**src/rtl/spr_pkg.sv**
```systemverilog
package spr_pkg;
    typedef enum logic [1:0] {
        ST_IDLE     = 2'd0,
        ST_SHIFT    = 2'd1,
        ST_OVERLONG = 2'd2,
        ST_EVAL     = 2'd3
    } spr_state_e;

    localparam int ERR_LEN = 0;
    localparam int ERR_PAR = 1;
    localparam int ERR_DUR = 2;
    localparam int ERR_W   = 3;
endpackage

```
**src/rtl/spr_sync.sv**
```systemverilog
module spr_sync #(
    parameter int               WIDTH   = 3,
    parameter logic [WIDTH-1:0] RST_VAL = '0
) (
    input  logic             clk,
    input  logic             rst_n,
    input  logic [WIDTH-1:0] d,
    output logic [WIDTH-1:0] q
);
    for (genvar g = 0; g < WIDTH; g++) begin : g_bit
        logic meta_q, out_q;
        always_ff @(posedge clk or negedge rst_n) begin
            if (!rst_n) begin
                meta_q <= RST_VAL[g];
                out_q  <= RST_VAL[g];
            end else begin
                meta_q <= d[g];
                out_q  <= meta_q;
            end
        end
        assign q[g] = out_q;
    end
endmodule

```
**src/rtl/spr_keyseq.sv**
```systemverilog
module spr_keyseq #(
    parameter int                         N_KEYS  = 4,
    parameter int                         DATA_W  = 8,
    parameter logic [N_KEYS*DATA_W-1:0]   KEY_SEQ = 32'hABEF_5612
) (
    input  logic              clk,
    input  logic              rst_n,
    input  logic              key_wr,
    input  logic              other_wr,
    input  logic [DATA_W-1:0] wdata,
    output logic [N_KEYS-1:0] key_ok,
    output logic              unlocked
);
    localparam int PW = $clog2(N_KEYS + 1);

    logic [PW-1:0]     step_q, step_nx;
    logic [DATA_W-1:0] key_tab [N_KEYS];
    logic [DATA_W-1:0] expect_key;
    logic              at_end;

    for (genvar g = 0; g < N_KEYS; g++) begin : g_key
        assign key_tab[g] = KEY_SEQ[(N_KEYS-1-g)*DATA_W +: DATA_W];
        assign key_ok[g]  = step_q > PW'(g);
    end

    assign at_end   = (step_q == PW'(N_KEYS));
    assign unlocked = at_end;

    always_comb begin
        expect_key = key_tab[0];
        for (int i = 0; i < N_KEYS; i++) begin
            if (step_q == PW'(i)) expect_key = key_tab[i];
        end
    end

    always_comb begin
        step_nx = step_q;
        if (key_wr) begin
            if (!at_end && wdata == expect_key) step_nx = step_q + PW'(1);
            else if (wdata == key_tab[0])       step_nx = PW'(1);
            else                                step_nx = '0;
        end else if (other_wr && !at_end) begin
            step_nx = '0;
        end
    end

    always_ff @(posedge clk or negedge rst_n) begin
        if (!rst_n) step_q <= '0;
        else        step_q <= step_nx;
    end
endmodule

```
**src/rtl/spr_regbank.sv**
```systemverilog
module spr_regbank #(
    parameter int          ADDR_W    = 6,
    parameter int          DATA_W    = 8,
    parameter int          N_GEN     = 4,
    parameter int          N_PROT    = 4,
    parameter int unsigned GEN_BASE  = 'h04,
    parameter int unsigned PROT_BASE = 'h10
) (
    input  logic                     clk,
    input  logic                     rst_n,
    input  logic                     wr_en,
    input  logic                     unlocked,
    input  logic [ADDR_W-1:0]        addr,
    input  logic [DATA_W-1:0]        wdata,
    output logic [N_GEN*DATA_W-1:0]  gen_flat,
    output logic [N_PROT*DATA_W-1:0] prot_flat
);
    for (genvar g = 0; g < N_GEN; g++) begin : g_gen
        logic [DATA_W-1:0] val_q;
        always_ff @(posedge clk or negedge rst_n) begin
            if (!rst_n)                                         val_q <= '0;
            else if (wr_en && addr == ADDR_W'(GEN_BASE + g))    val_q <= wdata;
        end
        assign gen_flat[g*DATA_W +: DATA_W] = val_q;
    end

    for (genvar g = 0; g < N_PROT; g++) begin : g_prot
        logic [DATA_W-1:0] val_q;
        always_ff @(posedge clk or negedge rst_n) begin
            if (!rst_n) val_q <= '0;
            else if (wr_en && unlocked && addr == ADDR_W'(PROT_BASE + g)) val_q <= wdata;
        end
        assign prot_flat[g*DATA_W +: DATA_W] = val_q;
    end
endmodule

```
**src/rtl/spr_target.sv**
```systemverilog
module spr_target
    import spr_pkg::*;
#(
    parameter int                       ADDR_W     = 6,
    parameter int                       DATA_W     = 8,
    parameter int                       CS_LIMIT   = 100_000,
    parameter int                       N_GEN      = 4,
    parameter int                       N_PROT     = 4,
    parameter int unsigned              GEN_BASE   = 'h04,
    parameter int unsigned              PROT_BASE  = 'h10,
    parameter int unsigned              KEY_ADDR   = 'h03,
    parameter int unsigned              ERR_ADDR   = 'h1C,
    parameter int unsigned              KSTAT_ADDR = 'h29,
    parameter int                       N_KEYS     = 4,
    parameter logic [N_KEYS*DATA_W-1:0] KEY_SEQ    = 32'hABEF_5612
) (
    input  logic clk,
    input  logic rst_n,
    input  logic cs_n,
    input  logic sclk,
    input  logic sdi,
    output logic sdo,
    output logic sdo_oe,
    output logic irq
);
    localparam int FRAME_W = ADDR_W + DATA_W + 2;
    localparam int CNT_W   = $clog2(FRAME_W + 2);
    localparam int TMR_W   = $clog2(CS_LIMIT + 1);

    // synchronised pins: {cs_n, sclk, sdi}
    logic [2:0] pins_s;
    logic       cs_n_s, sclk_s, sdi_s, sclk_d;
    logic       sclk_rise, sclk_fall;

    spr_sync #(.WIDTH(3), .RST_VAL(3'b100)) i_sync (
        .clk(clk), .rst_n(rst_n), .d({cs_n, sclk, sdi}), .q(pins_s)
    );
    assign {cs_n_s, sclk_s, sdi_s} = pins_s;
    assign sclk_rise = sclk_s & ~sclk_d;
    assign sclk_fall = ~sclk_s & sclk_d;

    spr_state_e         state_q, state_nx;
    logic [FRAME_W-1:0] rx_sh, tx_sh, tx_word, resp_word;
    logic [CNT_W-1:0]   bit_cnt;
    logic [TMR_W-1:0]   cs_tmr;
    logic               is_wr, sdo_q, resp_pend, resp_ok;
    logic [ERR_W-1:0]   err_q, err_set, err_clr, err_nx;

    // decoded fields of the received word
    logic              f_cmd;
    logic [ADDR_W-1:0] f_addr;
    logic [DATA_W-1:0] f_data;
    assign f_cmd  = rx_sh[FRAME_W-1];
    assign f_addr = rx_sh[FRAME_W-2 -: ADDR_W];
    assign f_data = rx_sh[DATA_W:1];

    logic len_ok, par_ok, frame_ok, wr_go, tmr_hit;
    assign len_ok   = (bit_cnt == CNT_W'(FRAME_W));
    assign par_ok   = ^rx_sh;
    assign frame_ok = len_ok & par_ok;
    assign wr_go    = (state_q == ST_EVAL) & frame_ok & f_cmd;
    assign tmr_hit  = (cs_tmr == TMR_W'(CS_LIMIT - 1));

    // ---------------- state register ----------------
    always_ff @(posedge clk or negedge rst_n) begin
        if (!rst_n) state_q <= ST_IDLE;
        else        state_q <= state_nx;
    end

    always_comb begin
        state_nx = state_q;
        unique case (state_q)
            ST_IDLE:     if (!cs_n_s) state_nx = ST_SHIFT;
            ST_SHIFT:    if (cs_n_s) state_nx = ST_EVAL;
                         else if (tmr_hit) state_nx = ST_OVERLONG;
            ST_OVERLONG: if (cs_n_s) state_nx = ST_IDLE;
            ST_EVAL:     state_nx = ST_IDLE;
            default:     state_nx = ST_IDLE;
        endcase
    end

    // ---------------- key sequencer and register bank ----------------
    logic [N_KEYS-1:0]        key_ok;
    logic                     unlocked, key_wr, other_wr;
    logic [N_GEN*DATA_W-1:0]  gen_flat;
    logic [N_PROT*DATA_W-1:0] prot_flat;

    assign key_wr   = wr_go & (f_addr == ADDR_W'(KEY_ADDR));
    assign other_wr = wr_go & (f_addr != ADDR_W'(KEY_ADDR));

    spr_keyseq #(.N_KEYS(N_KEYS), .DATA_W(DATA_W), .KEY_SEQ(KEY_SEQ)) i_keyseq (
        .clk(clk), .rst_n(rst_n), .key_wr(key_wr), .other_wr(other_wr),
        .wdata(f_data), .key_ok(key_ok), .unlocked(unlocked)
    );

    spr_regbank #(
        .ADDR_W(ADDR_W), .DATA_W(DATA_W), .N_GEN(N_GEN), .N_PROT(N_PROT),
        .GEN_BASE(GEN_BASE), .PROT_BASE(PROT_BASE)
    ) i_regbank (
        .clk(clk), .rst_n(rst_n), .wr_en(wr_go), .unlocked(unlocked),
        .addr(f_addr), .wdata(f_data), .gen_flat(gen_flat), .prot_flat(prot_flat)
    );

    // ---------------- read mux ----------------
    logic [DATA_W-1:0] rd_byte;
    always_comb begin
        rd_byte = '0;
        for (int i = 0; i < N_GEN; i++)
            if (f_addr == ADDR_W'(GEN_BASE + i)) rd_byte = gen_flat[i*DATA_W +: DATA_W];
        for (int i = 0; i < N_PROT; i++)
            if (f_addr == ADDR_W'(PROT_BASE + i)) rd_byte = prot_flat[i*DATA_W +: DATA_W];
        if (f_addr == ADDR_W'(ERR_ADDR))   rd_byte = DATA_W'(err_q);
        if (f_addr == ADDR_W'(KSTAT_ADDR)) rd_byte = DATA_W'(key_ok);
    end

    // ---------------- error flags ----------------
    always_comb begin
        err_set          = '0;
        err_set[ERR_LEN] = (state_q == ST_EVAL) & ~len_ok;
        err_set[ERR_PAR] = (state_q == ST_EVAL) & len_ok & ~par_ok;
        err_set[ERR_DUR] = (state_q == ST_SHIFT) & (state_nx == ST_OVERLONG);
        err_clr          = (wr_go && f_addr == ADDR_W'(ERR_ADDR)) ? f_data[ERR_W-1:0] : '0;
        err_nx           = (err_q & ~err_clr) | err_set;
    end

    // ---------------- response word ----------------
    always_comb begin
        resp_word    = {resp_ok & f_cmd,
                        ADDR_W'({unlocked, err_q}),
                        (resp_ok & ~f_cmd) ? rd_byte : {DATA_W{1'b0}},
                        1'b0};
        resp_word[0] = ~^resp_word[FRAME_W-1:1];
    end

    // ---------------- datapath outputs ----------------
    always_ff @(posedge clk or negedge rst_n) begin
        if (!rst_n) begin
            sclk_d    <= 1'b0;
            rx_sh     <= '0;
            tx_sh     <= '0;
            tx_word   <= FRAME_W'(1);
            bit_cnt   <= '0;
            cs_tmr    <= '0;
            is_wr     <= 1'b0;
            sdo_q     <= 1'b0;
            resp_pend <= 1'b0;
            resp_ok   <= 1'b0;
            err_q     <= '0;
        end else begin
            sclk_d    <= sclk_s;
            err_q     <= err_nx;
            resp_pend <= (state_q == ST_EVAL) | ((state_q == ST_OVERLONG) & cs_n_s);
            resp_ok   <= (state_q == ST_EVAL) & frame_ok;
            if (resp_pend) tx_word <= resp_word;

            if (state_q == ST_IDLE && !cs_n_s) begin
                bit_cnt <= '0;
                cs_tmr  <= '0;
                is_wr   <= 1'b0;
                tx_sh   <= tx_word;
                sdo_q   <= tx_word[FRAME_W-1];
            end

            if (state_q == ST_SHIFT || state_q == ST_OVERLONG) begin
                if (state_q == ST_SHIFT) cs_tmr <= cs_tmr + TMR_W'(1);
                if (sclk_rise) begin
                    rx_sh <= {rx_sh[FRAME_W-2:0], sdi_s};
                    if (bit_cnt != CNT_W'(FRAME_W + 1)) bit_cnt <= bit_cnt + CNT_W'(1);
                    if (bit_cnt == '0) is_wr <= sdi_s;
                end
                if (sclk_fall) begin
                    tx_sh <= {tx_sh[FRAME_W-2:0], 1'b0};
                    sdo_q <= is_wr ? rx_sh[0] : tx_sh[FRAME_W-2];
                end
            end
        end
    end

    assign sdo    = sdo_q;
    assign sdo_oe = ~cs_n;
    assign irq    = |err_q;
endmodule

```
**config.mk**
```make
export PLATFORM = sky130hd
export DESIGN_NAME = spr_target
export DESIGN_NICKNAME = d
export VERILOG_FILES = /design/src/rtl/spr_pkg.sv /design/src/rtl/spr_sync.sv /design/src/rtl/spr_keyseq.sv /design/src/rtl/spr_regbank.sv /design/src/rtl/spr_target.sv
export SDC_FILE = /design/constraint.sdc
export NUM_CORES = 1
export LEC_CHECK = 0
export BUFFER_PORTS_ARGS = -buffer_cell sky130_fd_sc_hd__buf_4
export CAP_MARGIN = 40
export CORE_MARGIN = 3
export CORE_UTILIZATION = 47
export DETAILED_ROUTE_END_ITERATION = 6
export PLACE_DENSITY_LB_ADDON = 0.1
export SLEW_MARGIN = 30
export SYNTH_ARGS = -nofsm -noshare
export SYNTH_HDL_FRONTEND = slang
export SYNTH_SLANG_ARGS = --single-unit
```
**constraint.sdc**
```tcl
create_clock -name clk -period 4.5 [get_ports clk]
set_input_delay 0.225 -clock clk [delete_from_list [all_inputs] [get_ports clk]]
set_output_delay 0.225 -clock clk [all_outputs]
set_load 0.01 [all_outputs]
```
== After elaboration in Yosys (flattened, before gate mapping) ==
Cells that the tools add are included.
Operators by class
  bitwise operators: 24
  multiplexer cells: 42
  reductions and logical operators: 23
  add/subtract/negate cells: 3
  magnitude comparators: 4
  equality and inequality tests: 25
Operators by type and width (count)
  2-to-1 mux 8 bit: 13
  2-to-1 mux 17 bit: 3
  2-to-1 mux 16 bit: 3
  == test 6 x 5 -> 1 bit (second input constant): 5
  == test 6 x 3 -> 1 bit (second input constant): 4
  2-to-1 mux 5 bit: 4
  adder 17 x 1 -> 17 bit (second input constant): 1
  == test 17 bit (second input constant): 1
  XOR reduction 16 bit: 1
  XNOR reduction 15 bit: 1
  bitwise AND 1 bit: 14
  logical AND 1 bit: 13
  2-to-1 mux 3 bit: 4
  2-to-1 mux 1 bit: 9
  == test 8 bit: 1
  == test 8 bit (second input constant): 1
  2-to-1 mux 2 bit: 4
  one-hot mux 2 bit (4 select lines): 1
  2-to-1 mux 7 bit: 1
  == test 2 bit (second input constant): 3
  == test 3 x 2 -> 1 bit (second input constant): 2
  == test 6 x 2 -> 1 bit (second input constant): 1
  == test 6 bit (second input constant): 1
  > comparator 3 x 1 -> 1 bit (second input constant): 2
  21 further kinds: 28
Storage, ports and cells
  output and inout port bits: 3
  register bits after elaboration: 151
  bits of input ports: 5
  word-level logic and storage cells: 148

== Longest topological paths before layout ==
Gate-level depths: netlist (run 1).
  word-level depth: 13
  depth in mapped cells: 11
  mapped depth without buffers: 10

== Modules after synthesis ==
From an unflattened synthesis (run 1), not the netlist that was laid out.
Second synthesis, totals
  cell total of the unflattened synthesis: 682
  area total of the unflattened synthesis: 7666.1 µm²
By module, submodules not included
  spr_target: seq. area each 1928.1 µm², cells an instance 486, area an instance 4613.2 µm², instances 1
  spr_regbank: seq. area each 1601.5 µm², cells an instance 145, area an instance 2556.2 µm², instances 1
  spr_keyseq: seq. area each 75.1 µm², cells an instance 42, area an instance 321.6 µm², instances 1
  spr_sync: seq. area each 152.6 µm², cells an instance 9, area an instance 175.2 µm², instances 1

== Worst setup path after synthesis (run 1) ==
No wires, ideal clock.
  path type: register to register
  start point: register rx_sh[13]
  end point: register tx_word[0]
  setup slack: 2150 ps
  buffers on the path: 2
  period minus slack after synthesis: 2350 ps
  setup time: 73 ps
  arrival: 2277 ps
  stages on the path, launching flop included: 11
  required time: 4427 ps
  path through: dfrtp_1 buf_2 nor4b_2 buf_2 nand2_1 o211a_1 a221oi_1 xnor2_1 xnor3_1 xor2_1 a21oi_1
On the way
  cells in the longest elaborated chain, start to end: 13
  elaborated cells between the ends (all ways): 22
  those cells by class: eq/ne (10); mux (11); reduce/logical (1)
RTL lines
  start, declared: line spr_target.sv:43  | logic [FRAME_W-1:0] rx_sh, tx_sh, tx_word, resp_word;
  start signal, assigned: line spr_target.sv:167  | rx_sh <= {rx_sh[FRAME_W-2:0], sdi_s};
  == test 6 x 3 -> 1 bit: line spr_target.sv:109  | if (f_addr == ADDR_W'(GEN_BASE + i)) rd_byte = gen_flat[i*DATA_W +: DATA_W];
  2-to-1 mux 8 bit (4 in series): line spr_target.sv:109
  2-to-1 mux 8 bit (4 in series): line spr_target.sv:111  | if (f_addr == ADDR_W'(PROT_BASE + i)) rd_byte = prot_flat[i*DATA_W +: DATA_W];
  2-to-1 mux 8 bit: line spr_target.sv:112  | if (f_addr == ADDR_W'(ERR_ADDR)) rd_byte = DATA_W'(err_q);
  2-to-1 mux 8 bit (*): line spr_target.sv:113  | if (f_addr == ADDR_W'(KSTAT_ADDR)) rd_byte = DATA_W'(key_ok);
  2-to-1 mux 8 bit (*): line spr_target.sv:130  | (resp_ok & ~f_cmd) ? rd_byte : {DATA_W{1'b0}},
  XNOR reduction 15 bit (*): line spr_target.sv:132  | resp_word[0] = ~^resp_word[FRAME_W-1:1];
  end signal, assigned: line spr_target.sv:154  | if (resp_pend) tx_word <= resp_word;
  end, declared: line spr_target.sv:43
Every way passes the cells marked *; elsewhere a longest branch is shown, timed or not.
A chain may end at the register's enable or synchronous reset.

== Worst setup path in the final report (run 1) ==
  start point: register rx_sh[9]
  end point: register tx_word[0]
Same word-level chain as after synthesis.

==> results.cfg, run 1 <==
[min_path]
whs_path_depth = 0
holdPathEnd = i_sync.g_bit[1].out_q$_DFF_PN0_
hp-class = flip-flop to flip-flop
hold_start = i_sync.g_bit[1].meta_q$_DFF_PN0_

[setup_path]
worstReg2RegStart = rx_sh[9]$_DFFE_PN0P_
r2r_end = tx_word[0]$_DFFE_PN1P_
crit_start = rx_sh[9]$_DFFE_PN0P_
critical-path-slowest-cell = dfrtp_1
reg2reg_depth = 8
crit_type = flip-flop to flip-flop
start_kind = flip-flop
worst_path_dominant_cell_family = XOR/XNOR gates
end_kind = flip-flop
path_buf_inv = 1
r2r_slack_ns = 1.44
required_ns = 4.86
critPathArrivalTime_ns = 3.41
max_stage_delay_ns = 0.69
worstPathMaxFanout = 20
cp_cell_sequence = buf_4 -> mux4_2 -> a22oi_1 -> a311oi_1 -> xnor2_1 -> xnor3_1 -> xor2_1 -> a21oi_1

[synth]
synth_top_cell_by_area = dfrtp_1
synth.most_common_cell = dfrtp_1
syn-num-nets = 689
synth_warnings = 0
ys_top_cells_by_area = dfrtp_1, mux2_2, nand2_1, o21ai_0, mux4_2
netlist_area_sq_um = 7390
async_flop_share = 1.00
syn_area_per_cell_sq_um = 11.0
synth_enable_flop_cells = 0
synth_top_area_frac = 0.498
syn_inst = 669
synth-seq-area-share = 0.509
synth_flop_cell = dfrtp_1
synth_cell_type_count = 62
yosys-top-cells-count = dfrtp_1, nand2_1, mux2_2, o21ai_0, nor2_1
yosys_register_bits = 150

[grt]
grt_max_degree = 116
overflow = 0
grt_pass1_wl_um = 27200
antenna_found_initial = 0
track_usage = 0.201
grt_pass1_vias = 4904

[finish]
nets = 692
drive_above_1_share = 0.216
area_delta_synth_final_pct = 12.9
antennaDiodeCount = 0
fin_util = 0.545
fill_cells = 1344
register_area_sq_um = 3760
multi_input_area_sq_um = 3380

[sta]
worst_pin_slew_ns = 0.833
tns_ns = 0
fin_skew_ns = 0.0127
hold_ws_ns = 0.357
rsz0062_at_grt = false
fmax_mhz = 327
final.period_utilization = 0.679
hold_violations = 0
finalSetupViolations = 0
slew_headroom = 0.443
layout_min_cycle_time_ns = 3.06
drv_slew = 0

[clock_tree]
clockRootBuffer = clkbuf_16
insertion_delay_ns = 0.43
cts.path.max_buffers = 2
ctsHoldBuffers = 4
cts_buffers = 17
cts_tree = yes
cts.sinks = 150
ctsResizeCount = 0
htree_levels = 4
clk_pin_slew_worst_paths_ns = 0.06
cts_setup_buffers = 0

[detailed_routing]
wl_um = 16400
routed_via_density = 5.57
dr.pass1.iters = 4
ant_nets = 0
via_count = 4990
drtIter0Drc = 400
post-route-drc-count = 0
wl_per_cell_um = 18.3

[floorplanning]
num_io_pins = 8
die_h_um = 131
die_w_um = 131
core_sq_um = 15300
initial_utilization = 0.482
rows = 45
dieArea_sq_um = 17300

[placement]
post-dp-hpwl_um = 11000
gp_congestion = 0.863
io_buffers = 7

[power_and_ir_drop]
pwr_density_cell_nw_per_um2 = 533
peakVddDrop_uv = 394
p_leak_nw = 3.79

[job]
max_cap_violations = 0

[status]
status = complete, no violations
-- flip-flops by register name (all words and copies together), names as in the netlist --
signal	cells
state_q	2
rx_sh	16
i_sync.g_bit.meta_q	3
i_regbank.g_prot.val_q	32
tx_word	14
i_regbank.g_gen.val_q	32
resp_pend	1
i_sync.g_bit.out_q	3
tx_sh	15
i_keyseq.step_q	3
resp_ok	1
sclk_d	1
err_q	3
cs_tmr	17
bit_cnt	5
is_wr	1
sdo	1
-- per-stage QoR --
stage | worst slack, ns | std cells | instance area, sq um | total power [W]
2_1_floorplan | 2.15 | 669 | 7390 | 0.00253
3_3_place_gp | 1.53 | 860 | 7620 | 0.00281
3_5_place_dp | 1.49 | 860 | 7620 | 0.00283
4_1_cts | 1.47 | 896 | 8340 | 0.00448
5_1_grt | 1.27 | 896 | 8340 | 0.00468
6_report | 1.44 | 896 | 8340 | 0.00445
-- cell usage in the layout, fill, tap and decap left out, types with 17 or more instances in the layout --
cell type / n
inv_1: 19
mux2i_1: 18
dfrtp_1: 147
nor2_1: 26
mux2_2: 74
xnor2_1: 20
o21ai_0: 51
buf_4: 17
clkbuf_16: 17
nand3_1: 20
nand2_1: 105
-- power by group --
| group | internal (W) | switching (W) | total (W) |
|---|---|---|---|
| registers | 0.00150 | 0.000238 | 0.00174 |
| clock network | 0.00107 | 0.000562 | 0.00163 |
| logic | 0.000419 | 0.000656 | 0.00107 |
| total | 0.00299 | 0.00146 | 0.00445 |
-- cell type report --
type | instances | share of cell area
sequential | 150 | 0.450
multi-input combinational | 461 | 0.406
clock buffer | 20 | 0.0547
tap | 211 | 0.0316
clock inverter | 12 | 0.0267
timing repair buffer | 22 | 0.0219
inverter | 20 | 0.00900
-- worst max path at each step --
stage / endpoint / slack (ns) / cells after the start
4_1_cts: tx_word[0]$_DFFE_PN1P_ / 1.47 / 8
3_5_place_dp: tx_word[0]$_DFFE_PN1P_ / 1.49 / 8
5_1_grt: tx_word[0]$_DFFE_PN1P_ / 1.27 / 9
3_3_place_gp: tx_word[0]$_DFFE_PN1P_ / 1.53 / 8
2_1_floorplan: tx_word[0]$_DFFE_PN1P_ / 2.15 / 10
6_report: tx_word[0]$_DFFE_PN1P_ / 1.44 / 8
-- routing by layer --
metal,up-vias,wire (um),track usage
met2,96,7730,0.312
met1,2485,7610,0.273
met3,30,566,0.0417
met4,0,474,0.0922
met5,-,0,0
li1,2379,-,-
-- worst register-to-register path, delay by kind of cell (launching register included) --
kind                      cells  cell delay [ns]
AOI/OAI and AO/OA             3             0.55
xor gates and xnor gates      3             0.81
buffers and inverters         1             0.40
DFF                           1             0.69
muxes                         1             0.55
-- cell families (layout without fill, tap and decap cells) --
group	after synthesis	after routing	share of synthesized area
adders and majority gates	15	15	0.0254
xor gates and xnor gates	25	25	0.0325
DFF	150	150	0.509
muxes	101	101	0.165
buffers and inverters	58	74	0.0335
AOI/OAI and AO/OA	113	113	0.0952
and+or+nand+nor	207	207	0.140
(Power assumes the default switching activity.)
==> inputs of run 2 (changes only) <==
Clock period 4.5 ns to 2.5 ns, I/O delays scaled along.
==> run 2 against run 1 <==
Hold slack got worse by 0.20 ns. Register-to-register slack worse by 1.4 ns. Power up 87%. Critical path type unchanged. Largest power group unchanged. Highest routed layer unchanged.
==> results.cfg, run 2 (synthesis gave the netlist of run 1 again) <==
[status]
status = complete, no violations

[detailed_routing]
post-route-drc-count = 0
dr.pass1.iters = 4
drtIter0Drc = 466
ant_nets = 0
routed_via_density = 5.47
via_count = 5199
wl_um = 17400
wl_per_cell_um = 18.3

[min_path]
hp-class = input port to async pin

[setup_path]
worstPathMaxFanout = 5
path_buf_inv = 1
worst_path_dominant_cell_family = XOR/XNOR gates
max_stage_delay_ns = 0.45
critPathArrivalTime_ns = 2.78
cp_cell_sequence = nor4b_4 -> buf_4 -> a22oi_2 -> a311oi_2 -> xnor2_1 -> xnor3_1 -> xor2_1 -> a21oi_1
end_kind = flip-flop
critical-path-slowest-cell = dfrtp_2
start_kind = flip-flop
crit_type = flip-flop to flip-flop
required_ns = 2.84

[sta]
tns_ns = 0
finalSetupViolations = 0
drv_slew = 0
fin_skew_ns = 0.00721
hold_violations = 0
hold_ws_ns = 0.154
layout_min_cycle_time_ns = 2.44
final.period_utilization = 0.977
setup_ws_ns = 0.0584
slew_headroom = 0.546
worst_pin_slew_ns = 0.681
fmax_mhz = 410
rsz0062_at_grt = true

[power_and_ir_drop]
peakVddDrop_uv = 571
p_seq_frac = 0.359
comb_power_share = 0.302
pwr-share-clk = 0.339
p_int_w = 0.00558
power.switching_w = 0.00274
pwr_density_cell_nw_per_um2 = 938
switching_share = 0.330
p_leak_nw = 4.08
total_power_w = 0.00832

[grt]
overflow = 0
grt_pass1_vias = 5327
antenna_found_initial = 0
track_usage = 0.209
grt_max_degree = 86
grt_pass1_wl_um = 28700

[floorplanning]
rows = 45
initial_utilization = 0.482
die_h_um = 131
die_w_um = 131
num_io_pins = 8
dieArea_sq_um = 17300
core_sq_um = 15300

[finish]
drive_above_1_share = 0.296
nets = 746
layout_commonest_cell = dfrtp_1
antennaDiodeCount = 0
mostFrequentLayoutCells = dfrtp_1, nand2_1, mux2_2, buf_4, o21ai_0
reg_top3 = i_regbank.g_gen.val_q x32, i_regbank.g_prot.val_q x32, cs_tmr x17
layout.cells.non_filler = 950
area_delta_synth_final_pct = 20.1

[clock_tree]
cts_tree = yes
clk_pin_slew_worst_paths_ns = 0.06
htree_levels = 4
cts.path.max_buffers = 2
cts.sinks = 150
insertion_delay_ns = 0.42
clockRootBuffer = clkbuf_16
cts_buffers = 17

[placement]
gp_congestion = 0.868
post-dp-hpwl_um = 11900
io_buffers = 7
post-place-ws_ns = -0.125
place_inst = 904

[job]
max_cap_violations = 0
==> run 2: layer usage <==
layer  vias up  global-route usage  share of wire
li1       2489                   -              -
met1      2595               0.273           0.45
met2        87               0.346           0.50
met3        28              0.0433          0.034
met4         0              0.0776          0.022
met5         -                   0              0
==> run 2: worst paths after layout <==
path                            cells past startpoint                             start  slack [ns]                                       end
worst max register to register                      8             rx_sh[12]$_DFFE_PN0P_        0.06                    tx_word[0]$_DFFE_PN1P_
worst min-delay path                                2                             rst_n        0.15                      cs_tmr[13]$_DFF_PN0_
min in group clk                                    0  i_sync.g_bit[0].meta_q$_DFF_PN0_        0.35           i_sync.g_bit[0].out_q$_DFF_PN0_
worst min register to register                      0  i_sync.g_bit[0].meta_q$_DFF_PN0_        0.35           i_sync.g_bit[0].out_q$_DFF_PN0_
worst max-delay path                                8             rx_sh[12]$_DFFE_PN0P_        0.06                    tx_word[0]$_DFFE_PN1P_
max in group asynchronous                           3                             rst_n        1.57  i_regbank.g_prot[0].val_q[0]$_DFFE_PN0P_
==> run 2: power by group through the flow <==
stage	clock network [W]	logic, W	registers [W]
5_1_grt	0.00297	0.00277	0.00303
3_5_place_dp	0	0.00240	0.00302
6_report	0.00282	0.00251	0.00299
4_1_cts	0.00286	0.00245	0.00298
3_3_place_gp	0	0.00235	0.00301
2_1_floorplan	0	0.00163	0.00291
==> run 2: layout make-up <==
cell class / count / area, sq um
clock buffers: 19 / 453
fillers: 1328 / 6440
well taps: 211 / 264
inverters: 20 / 75.1
clock inverters: 13 / 203
multi-input cells: 461 / 3470
flip-flops and latches: 150 / 3760
repair buffers: 76 / 647
==> run 2: metrics by stage <==
| step | cell area [sq um] | util |
|---|---|---|
| finish | 8870 | 0.579 |
| global placement | 7990 | 0.521 |
| CTS | 8730 | 0.570 |
| floorplan | 7390 | - |
| global route | 8870 | 0.579 |
| detailed placement | 7990 | 0.521 |
==> run 2: repair_timing <==
item,4_1_cts,5_1_grt
pin swaps,2,6
hold endpoints to repair,34,0
endpoints found under the setup margin,9,58
buffers inserted,2,7
cloned,0,1
resized for setup,7,13
hold buffers,4,0
